`config.mk`:
```
export PLATFORM = sky130hd
export DESIGN_NAME = sdram_init_seq
export DESIGN_NICKNAME = d
export VERILOG_FILES = /design/src/rtl/sdram_init_seq.sv
export SDC_FILE = /design/constraint.sdc
export NUM_CORES = 1
export LEC_CHECK = 0
export ABC_AREA = 1
export BUFFER_PORTS_ARGS = -buffer_cell sky130_fd_sc_hd__buf_4
export CORE_MARGIN = 2
export CORE_UTILIZATION = 37
export DETAILED_ROUTE_END_ITERATION = 7
export PLACE_DENSITY = 0.88
export SYNTH_ARGS = -nofsm -noshare
export SYNTH_HDL_FRONTEND = slang
export SYNTH_SLANG_ARGS = --single-unit
```
`constraint.sdc`:
```
create_clock -name clk -period 4.6 [get_ports clk]
set_input_delay 0.92 -clock clk [delete_from_list [all_inputs] [get_ports clk]]
set_output_delay 0.92 -clock clk [all_outputs]
set_load 0.01 [all_outputs]
```
`src/rtl/sdram_init_seq.sv`:
```
module sdram_init_seq #(
  parameter int CLK_PS    = 5000,
  parameter int SETTLE_NS = 200000,
  parameter int GAP_NS    = 80,
  parameter int N_REF     = 8,
  parameter int REF_LSB   = 4
) (
  input  logic        clk,
  input  logic        rst,
  input  logic        start,
  input  logic [31:0] grp0_cfg,
  input  logic [31:0] grp1_cfg,
  input  logic [31:0] timing_cfg,
  input  logic [31:0] cmd_override,
  output logic        reg_wr_en,
  output logic [1:0]  reg_wr_sel,
  output logic [31:0] reg_wr_data,
  output logic        cmd_valid,
  output logic [2:0]  cmd_code,
  output logic [31:0] cmd_word,
  output logic        done
);
  localparam int SETTLE_CYC = (SETTLE_NS * 1000 + CLK_PS - 1) / CLK_PS;
  localparam int GAP_CYC    = (GAP_NS * 1000 + CLK_PS - 1) / CLK_PS;
  localparam int MAXC       = (SETTLE_CYC > GAP_CYC) ? SETTLE_CYC : GAP_CYC;
  localparam int CW         = $clog2(MAXC + 1);
  localparam int IW         = $clog2(N_REF + 2);
  localparam logic [CW-1:0] SETTLE_LD = CW'(SETTLE_CYC - 2);
  localparam logic [CW-1:0] GAP_LD    = CW'(GAP_CYC - 2);
  localparam logic [IW-1:0] LAST_I    = IW'(N_REF + 1);
  localparam logic [31:0]   REF_MASK  = 32'h3 << REF_LSB;

  localparam logic [2:0] C_NOP = 3'd0, C_PRE = 3'd1, C_REF = 3'd2, C_MRS = 3'd3;

  typedef enum logic [3:0] {
    S_IDLE, S_G0, S_G1, S_T0, S_NOP, S_WAIT, S_CMD, S_GAP, S_T1, S_DONE
  } st_t;

  st_t           state;
  logic [CW-1:0] cnt;
  logic [IW-1:0] idx;

  wire        cl2     = timing_cfg[2:0] == 3'd2;
  wire [31:0] derived = grp0_cfg[9] ? (cl2 ? 32'h20 : 32'h30) : (cl2 ? 32'h40 : 32'h60);
  wire [31:0] payload = (|cmd_override) ? cmd_override : derived;
  wire [2:0]  lcode   = (idx == '0) ? C_PRE : (idx == LAST_I) ? C_MRS : C_REF;

  assign reg_wr_en   = state inside {S_G0, S_G1, S_T0, S_T1};
  assign reg_wr_sel  = (state == S_G0) ? 2'd0 : (state == S_G1) ? 2'd1 : 2'd2;
  assign reg_wr_data = (state == S_G0) ? grp0_cfg :
                       (state == S_G1) ? grp1_cfg :
                       (state == S_T0) ? (timing_cfg & ~REF_MASK) : timing_cfg;
  assign cmd_valid   = (state == S_NOP) || (state == S_CMD);
  assign cmd_code    = (state == S_NOP) ? C_NOP : lcode;
  assign cmd_word    = (state == S_NOP) ? 32'd0 : ((payload << 2) | {29'd0, lcode});
  assign done        = state == S_DONE;

  always_ff @(posedge clk) begin
    if (rst) begin
      state <= S_IDLE;
      cnt   <= '0;
      idx   <= '0;
    end else begin
      case (state)
        S_IDLE: if (start) state <= S_G0;
        S_G0:   state <= S_G1;
        S_G1:   state <= S_T0;
        S_T0:   state <= S_NOP;
        S_NOP: begin
          cnt   <= SETTLE_LD;
          idx   <= '0;
          state <= S_WAIT;
        end
        S_WAIT:
          if (cnt == '0) state <= S_CMD;
          else cnt <= cnt - 1'b1;
        S_CMD:
          if (idx == LAST_I) state <= S_T1;
          else begin
            cnt   <= GAP_LD;
            idx   <= idx + 1'b1;
            state <= S_GAP;
          end
        S_GAP:
          if (cnt == '0) state <= S_CMD;
          else cnt <= cnt - 1'b1;
        S_T1:   state <= S_DONE;
        S_DONE: state <= S_DONE;
        default: state <= S_IDLE;
      endcase
    end
  end

  p_excl_r1: assert property (@(posedge clk) disable iff (rst)
    !(reg_wr_en && cmd_valid));

  p_gap_r4: assert property (@(posedge clk) disable iff (rst)
    cmd_valid |=> !cmd_valid);

  p_mrs_timing_r8: assert property (@(posedge clk) disable iff (rst)
    (cmd_valid && cmd_code == C_MRS) |=> (reg_wr_en && reg_wr_sel == 2'd2 && reg_wr_data == timing_cfg));

  p_done_sticky_r8: assert property (@(posedge clk) disable iff (rst)
    done |=> done);

  p_done_rise_r8: assert property (@(posedge clk) disable iff (rst)
    $rose(done) |-> $past(reg_wr_en && reg_wr_sel == 2'd2));

  p_quiet_done_r9: assert property (@(posedge clk) disable iff (rst)
    done |-> (!reg_wr_en && !cmd_valid));
endmodule

```
### Yosys cells after proc, flatten, opt, wreduce, memory -nomap -nowiden

Index checks and enable logic that the tools add are counted.

* ROM bits: 0
* bits of input ports: 131
* bits in writable memories: 0
* flip-flop bits (word level): 24
* logic and storage cells: 56
* memories: 0
* output and inout port bits: 72
* bits in latches: 0

* $add $sub $neg: 2
* muxes and demuxes: 22
* div/mod/pow operators: 0
* shifts and indexed selects: 0
* reductions and logical operators: 13
* eq/ne operators: 15
* $mul: 0
* order comparisons: 0
* bitwise operators: 1

Operator list (number)
* 32-bit 2-to-1 mux: 3
* 16-bit case mux with 3 select lines: 1
* 16-bit 2-to-1 mux: 2
* 32-bit by 2-bit bitwise OR with 32-bit output: 1
* 4-bit case mux with 8 select lines: 1
* 32-bit OR reduction: 1
* 30-bit 2-to-1 mux: 1
* 4-bit by 3-bit equality test with 1-bit output, second input constant: 4
* 16-bit zero test: 1
* 4-bit 2-to-1 mux: 4
* 16-bit by 1-bit subtractor with 16-bit output, second input constant: 1
* 4-bit equality test, second input constant: 3
* 6-bit 2-to-1 mux: 2
* 4-bit by 2-bit equality test with 1-bit output, second input constant: 2
* 4-bit zero test: 2
* 2-bit 2-to-1 mux: 4
* 4-bit case mux with 2 select lines: 1
* 7-bit 2-to-1 mux: 1
* 2-bit != test, second input constant: 3
* 5-bit 2-to-1 mux: 1
* 4-bit by 1-bit adder with 4-bit output, second input constant: 1
* 4-bit by 1-bit equality test with 1-bit output, second input constant: 1
* 2-bit AND reduction: 2
* 4-bit nonzero test: 1
* 8 further kinds: 9

### Logic depth before layout (Yosys ltp)

Gate-level depths: netlist of the first run.

* depth in word-level cells: 6
* depth in mapped cells: 10
* mapped depth without buffers: 10

### Least setup slack after synthesis of the first run

No wires, ideal clock.

* path type: input to output
* start: input port cmd_override[31]
* end: output port cmd_word[8]
* buffers on the path: 0
* slack: 2021 ps
* stages: 7
* data required time: 3680 ps
* arrival time: 1659 ps
* cell sequence: nor2_1 -> nand3_1 -> nor2_1 -> nand2_1 -> nor2_1 -> nand2_1 -> a21oi_1

* cells in the longest elaborated chain, start to end: 4

RTL lines
* from (decl): RTL line 14 `input logic [31:0] cmd_override,`
* 32-bit OR reduction: RTL line 45 `wire [31:0] payload = (|cmd_override) ? cmd_override : derived;`
* 30-bit 2-to-1 mux: RTL line 45
* 32-bit by 2-bit bitwise OR with 32-bit output: RTL line 55 `assign cmd_word = (state == S_NOP) ? 32'd0 : ((payload << 2) | {29'd0, lcode});`
* 32-bit 2-to-1 mux: RTL line 55
* to (decl): RTL line 20 `output logic [31:0] cmd_word,`

No other way between the ends.

### Final worst setup path of the first run

* start: register state[0]
* end: output port reg_wr_data[3]

* cells in the longest elaborated chain, start to end: 3
* elaborated cells between the ends (all ways): 4
* classes of those cells: 2 x eq/ne; 2 x mux

RTL lines
* from (decl): RTL line 39 `st_t state;`
* from (signal assigned): RTL line 60 `state <= S_IDLE;`
* from (signal assigned): RTL line 65 `S_IDLE: if (start) state <= S_G0;`
* from (signal assigned): RTL line 66 `S_G0: state <= S_G1;`
* 4-bit by 2-bit equality test with 1-bit output: RTL line 51 `(state == S_G1) ? grp1_cfg :`
* 32-bit 2-to-1 mux: RTL line 51
* 32-bit 2-to-1 mux *: RTL line 50 `assign reg_wr_data = (state == S_G0) ? grp0_cfg :`
* to (decl): RTL line 17 `output logic [31:0] reg_wr_data,`

Every way passes the cells marked *; elsewhere a longest branch is shown, timed or not.

==> qor.yml, run 1 <==
global_routing:
  antenna_found_initial: 0
  grt_max_degree: 34
  grt_overflow: 0
  grt_first_pass_wirelength_um: 16100
  grt_pass1_vias: 3558
  grt_util_all_layers_pct: 25.7
cts:
  cts_resized: 0
  clockBufferDepth: 2
  numCtsBuffers: 3
  htreeDepth: 1
  cts.hold.buffers_added: 0
  cts.sinks: 24
  clkLatencyLatePin_ns: 0.27
  cts_setup_buffers: 0
  cts_tree: "yes"
  path_clk_slew_ns: 0.08
  clockRootBuffer: "clkbuf_8"
yosys:
  seq_area_frac_synth_pct: 18.6
  netlist_area_um2: 2580
  syn_inst: 488
  syn_nets: 623
  syn_area_per_cell_um2: 5.29
  ys_seq_elements: 24
  yosysUniqueCellTypes: 36
  yosysWarnings: 0
route:
  ant_nets: 0
  drc: 0
  wirelength_um: 10600
  wl_per_cell_um: 13.7
  drtIter0Drc: 197
  vias_per_cell: 4.92
  drtPass1Iterations: 5
  dr_total_vias: 3804
critical_path:
  critPathLaunch: "state[0]"
  crit_fanout: 24
  worstSetupPathType: "register to output pin"
  startpoint_type: "register"
  arrival_ns: 2.48
  crit_path_end_kind: "output pin"
  rr_startpoint: "state[0]"
  crit_required_ns: 3.68
layout:
  nets: 814
  drive_gt1_share_pct: 34.7
  area_growth_pct: 61.5
  diodes: 0
  fill_cells: 628
run:
  drv_cap: 0
place:
  place_congestion: 0.929
  hpwl_um: 8630
  portBuffers: 201
timing:
  maxSlewHeadroom_pct: 52.2
  rsz0062_at_grt: "false"
  finalMaxSlewViolations: 0
  finalSetupViolCount: 0
  max_freq_mhz: 294
  fin_skew_ns: 0.00657
  min_period_ns: 3.40
  final-hold-violation-count: 0
  finalSetupTns_ns: 0
  min_period_over_period_pct: 73.9
  tightest_slew_ns: 0.715
floorplan:
  initial_core_util_pct: 38.0
  fp.dieH_um: 87.6
  die_area_um2: 7670
  num_rows: 30
  pin_count: 203
  core-area_um2: 6790
  die_w_um: 87.6
power:
  power_density_nw_per_um2: 411
  p_total_uw: 1710
  leakage_uw: 0.00229
  ir_worst_vdd_uv: 225
hold_path:
  hold_class: "register to register"
  min_from: "cnt[1]"
run_status:
  outcome: "completed"
## critical path: stages, from the launching register on
cell and delay (ns):
dfxtp_1 0.63, inv_4 0.12, nor3_4 0.37, buf_4 0.32
nor2_2 0.12, buf_4 0.24, nand2_1 0.10, nand3_1 0.12
buf_4 0.17
## path summary, 6_finish.rpt
check,to,slack (ns),depth (start not counted)
max,reg_wr_data[3],1.20,8
min reg2reg,cnt[1],0.51,2
max reg2reg,cnt[9],2.39,8
min,cnt[1],0.51,2
## layout by cell type (no fill, tap or decap), types with 6 or more instances in the layout
cell	Yosys	routed
nand2_1	155	155
dfxtp_1	24	24
a21oi_1	15	15
buf_4	4	204
nand4_1	10	10
o21ai_0	11	11
inv_2	6	6
inv_1	57	57
nand3_1	49	49
nor2_1	98	97
## synth_stat cells, drive strengths merged
cell type	count	area, um2
a211oi	1	7.51
nor3	6	40.0
o21ai	12	60.1
a21oi	18	101
conb	1	3.75
ha	4	50.1
clkbuf	1	3.75
dfxtp	24	480
nor2	105	427
o211ai	1	7.51
and3	1	6.26
clkinv	1	3.75
inv	64	243
buf	17	108
nand4	12	96.3
or2	1	6.26
nand2	160	618
a31oi	4	25.0
nor3b	1	7.51
xor2	5	43.8
nand3	49	245
## metal layers
layer	GRT usage, %	wire (um)	vias to the layer above
met5	0	0	-
met4	7.13	229	0
met3	4.62	802	21
met2	44.8	5140	144
met1	32.5	4410	1745
li1	-	-	1894
## per-stage QoR
| step | cell area [um2] | hold slack, ns | instances | utilization (%) | setup WS (ns) |
|---|---|---|---|---|---|
| after floorplan | 2580 | 0.465 | 488 | - | 2.02 |
| after global placement | 4130 | 0.483 | 770 | 60.8 | 1.63 |
| after detailed placement | 4130 | 0.489 | 770 | 60.8 | 1.54 |
| after CTS | 4170 | 0.505 | 773 | 61.4 | 1.23 |
| after global routing | 4170 | 0.528 | 773 | 61.4 | 1.03 |
| final | 4170 | 0.509 | 773 | 61.4 | 1.20 |
## power by group
part | switching (uW) | internal [uW]
Combinational | 761 | 553
Clock | 65.2 | 58.6
Sequential | 40.1 | 236
Total | 866 | 848
## layout make-up
| cell class | count | area, um2 | share of cell area, % |
|---|---|---|---|
| Timing Repair Buffer | 204 | 1530 | 36.7 |
| Inverter | 65 | 246 | 5.91 |
| Sequential cell | 24 | 480 | 11.5 |
| Clock buffer | 3 | 41.3 | 0.989 |
| Tap cell | 96 | 120 | 2.88 |
| Multi-Input combinational cell | 381 | 1750 | 42.0 |
## flip-flops by register name, summed over array words and instances (netlist names)
name	cells
idx	4
cnt	16
state	4
## kinds of logic (layout without fill, tap and decap cells)
family / count (synthesis) / count (layout) / synth area share (%)
and+or+nand+nor: 335 / 335 / 56.0
xor gates and xnor gates: 5 / 5 / 1.69
adders and majority gates: 4 / 4 / 1.94
other: 1 / 1 / 0.145
AOI/OAI and AO/OA: 36 / 36 / 7.80
DFF: 24 / 24 / 18.6
buffers and inverters: 83 / 272 / 13.8
(Power assumes the default switching activity.)
==> run 2: changes to the inputs <==
- clock period: 4.6 -> 3.38 ns (I/O delays scaled with it)
==> qor.yml, run 2 (synthesized netlist as in run 1, its figures left out) <==
route:
  ant_nets: 0  # unchanged
  drtPass1Iterations: 5  # unchanged
  dr_total_vias: 3801  # -0.079%
  drtIter0Drc: 271  # +38%
  vias_per_cell: 4.90  # -0.34%
  wl_met3_um: 839  # +4.6%
  wl_met1_um: 4120  # -6.6%
  drc: 0  # unchanged
  wirelength_um: 10400  # -1.6%
  wl_per_cell_um: 13.4  # -1.9%
  dr.max_layer_used: "met4"
  dr_wl_met2_um: 5180  # +0.74%
timing:
  finalMaxSlewViolations: 0  # unchanged
  tightest_slew_ns: 0.519  # -0.196 ns
  finalSetupViolCount: 0  # unchanged
  min_period_ns: 2.71
  fin_skew_ns: 0.00341  # -0.00316 ns
  finalSetupTns_ns: 0  # unchanged
  max_freq_mhz: 369
  min_period_over_period_pct: 80.2
  rsz0062_at_grt: "false"
  whs_ns: 0.505  # -0.00434 ns
  final-hold-violation-count: 0  # unchanged
  maxSlewHeadroom_pct: 65.3  # +13 points
layout:
  drive_gt1_share_pct: 34.9  # +0.19 points
  regMostFlops: "cnt"
  seqCellArea_um2: 480  # unchanged
  fill_cells: 637  # +1.4%
  nets: 816  # +0.25%
  final_cell_mix: "206 x buf_4, 155 x nand2_1, 97 x nor2_1"
  area_growth_pct: 62.1
  multi_input_area_um2: 1750  # unchanged
  fin_cells: 775  # +0.26%
  layout_commonest_cell: "buf_4"
  reg.largest.list: "cnt (16), idx (4), state (4)"
  diodes: 0  # unchanged
  largest_reg_flops: 16  # unchanged
floorplan:
  num_rows: 30  # unchanged
  die_area_um2: 7670  # unchanged
  die_w_um: 87.6  # unchanged
  core-area_um2: 6790  # unchanged
  fp.dieH_um: 87.6  # unchanged
  initial_core_util_pct: 38.0  # unchanged
  pin_count: 203  # unchanged
place:
  portBuffers: 201  # unchanged
  hpwl_um: 8530  # -1.2%
  place_congestion: 0.962  # +3.5%
  post-place-cells: 772  # +0.26%
power:
  ir_worst_vdd_uv: 264  # +18%
  power_density_nw_per_um2: 561  # +37%
  p_total_uw: 2350  # +37%
  leakage_uw: 0.00230  # +0.44%
global_routing:
  grt_util_all_layers_pct: 24.9  # -0.77 points
  grt_max_degree: 34  # unchanged
  antenna_found_initial: 0  # unchanged
  grt_first_pass_wirelength_um: 15500  # -3.7%
  grt_overflow: 0  # unchanged
  grt_pass1_vias: 3333  # -6.3%
critical_path:
  path_cells: "inv_4, nor3_4, buf_4, nand2_1, nand3_1, buf_4"
  startpoint_type: "register"
  cp_common_cell: "buf_4"
  crit_slowest_cell: "dfxtp_1"
  crit_fanout: 28  # +17%
  worstSetupPathType: "register to output pin"
  crit_path_end_kind: "output pin"
  arrival_ns: 2.04  # -0.44 ns
  critPathMaxStageDelay_ns: 0.65  # +0.02 ns
  crit_required_ns: 2.70  # -0.98 ns
cts:
  cts.sinks: 24  # unchanged
  path_clk_slew_ns: 0.08  # about the same
  cts_setup_buffers: 0  # unchanged
  numCtsBuffers: 3  # unchanged
  clkLatencyLatePin_ns: 0.27  # about the same
  clockRootBuffer: "clkbuf_8"
  clockBufferDepth: 2  # unchanged
  cts_tree: "yes"
  htreeDepth: 1  # unchanged
  cts.hold.buffers_added: 0  # unchanged
  cts_resized: 0  # unchanged
hold_path:
  hold_class: "register to register"
run:
  drv_cap: 0  # unchanged
run_status:
  outcome: "completed"
-- run 2: cell type report --
| cell class | count | area share, % |
|---|---|---|
| timing repair buffer | 206 | 36.9 |
| sequential | 24 | 11.5 |
| tap | 96 | 2.87 |
| clock buffer | 3 | 0.986 |
| multi-input combinational | 381 | 41.9 |
| inverter | 65 | 5.88 |
-- run 2: metrics by stage --
step	instance area [um2]	utilization (%)	worst slack, ns
finish	4190	61.7	0.669
global route	4190	61.7	0.544
CTS	4190	61.7	0.684
detailed placement	4150	61.0	0.973
global placement	4150	61.0	0.989
floorplan	2580	-	1.29
-- run 2: worst max-delay path: cells and delay by family, from the launching register on --
kind | cells | cell delay [ns]
AND/OR/NAND/NOR | 3 | 0.49
flip-flops | 1 | 0.65
buffers and inverters | 3 | 0.61
-- run 2: final timing paths --
path	slack, ns	cells past startpoint	end	start
worst min register to register	0.51	2	cnt[2]	cnt[2]
worst max-delay path	0.67	6	reg_wr_data[3]	state[0]
worst max register to register	1.50	8	cnt[0]	state[0]
worst min-delay path	0.51	2	cnt[2]	cnt[2]
-- run 2: layer usage --
layer,vias to the layer above,global-route usage [%]
li1,1899,-
met1,1718,31.1
met2,159,44.1
met3,25,3.30
met4,0,8.39
met5,-,0
-- run 2: where the power goes --
| part | switching [uW] | total [uW] | internal (uW) |
|---|---|---|---|
| clock | 91.3 | 171 | 80.0 |
| sequential | 55.2 | 376 | 321 |
| combinational | 1040 | 1800 | 765 |
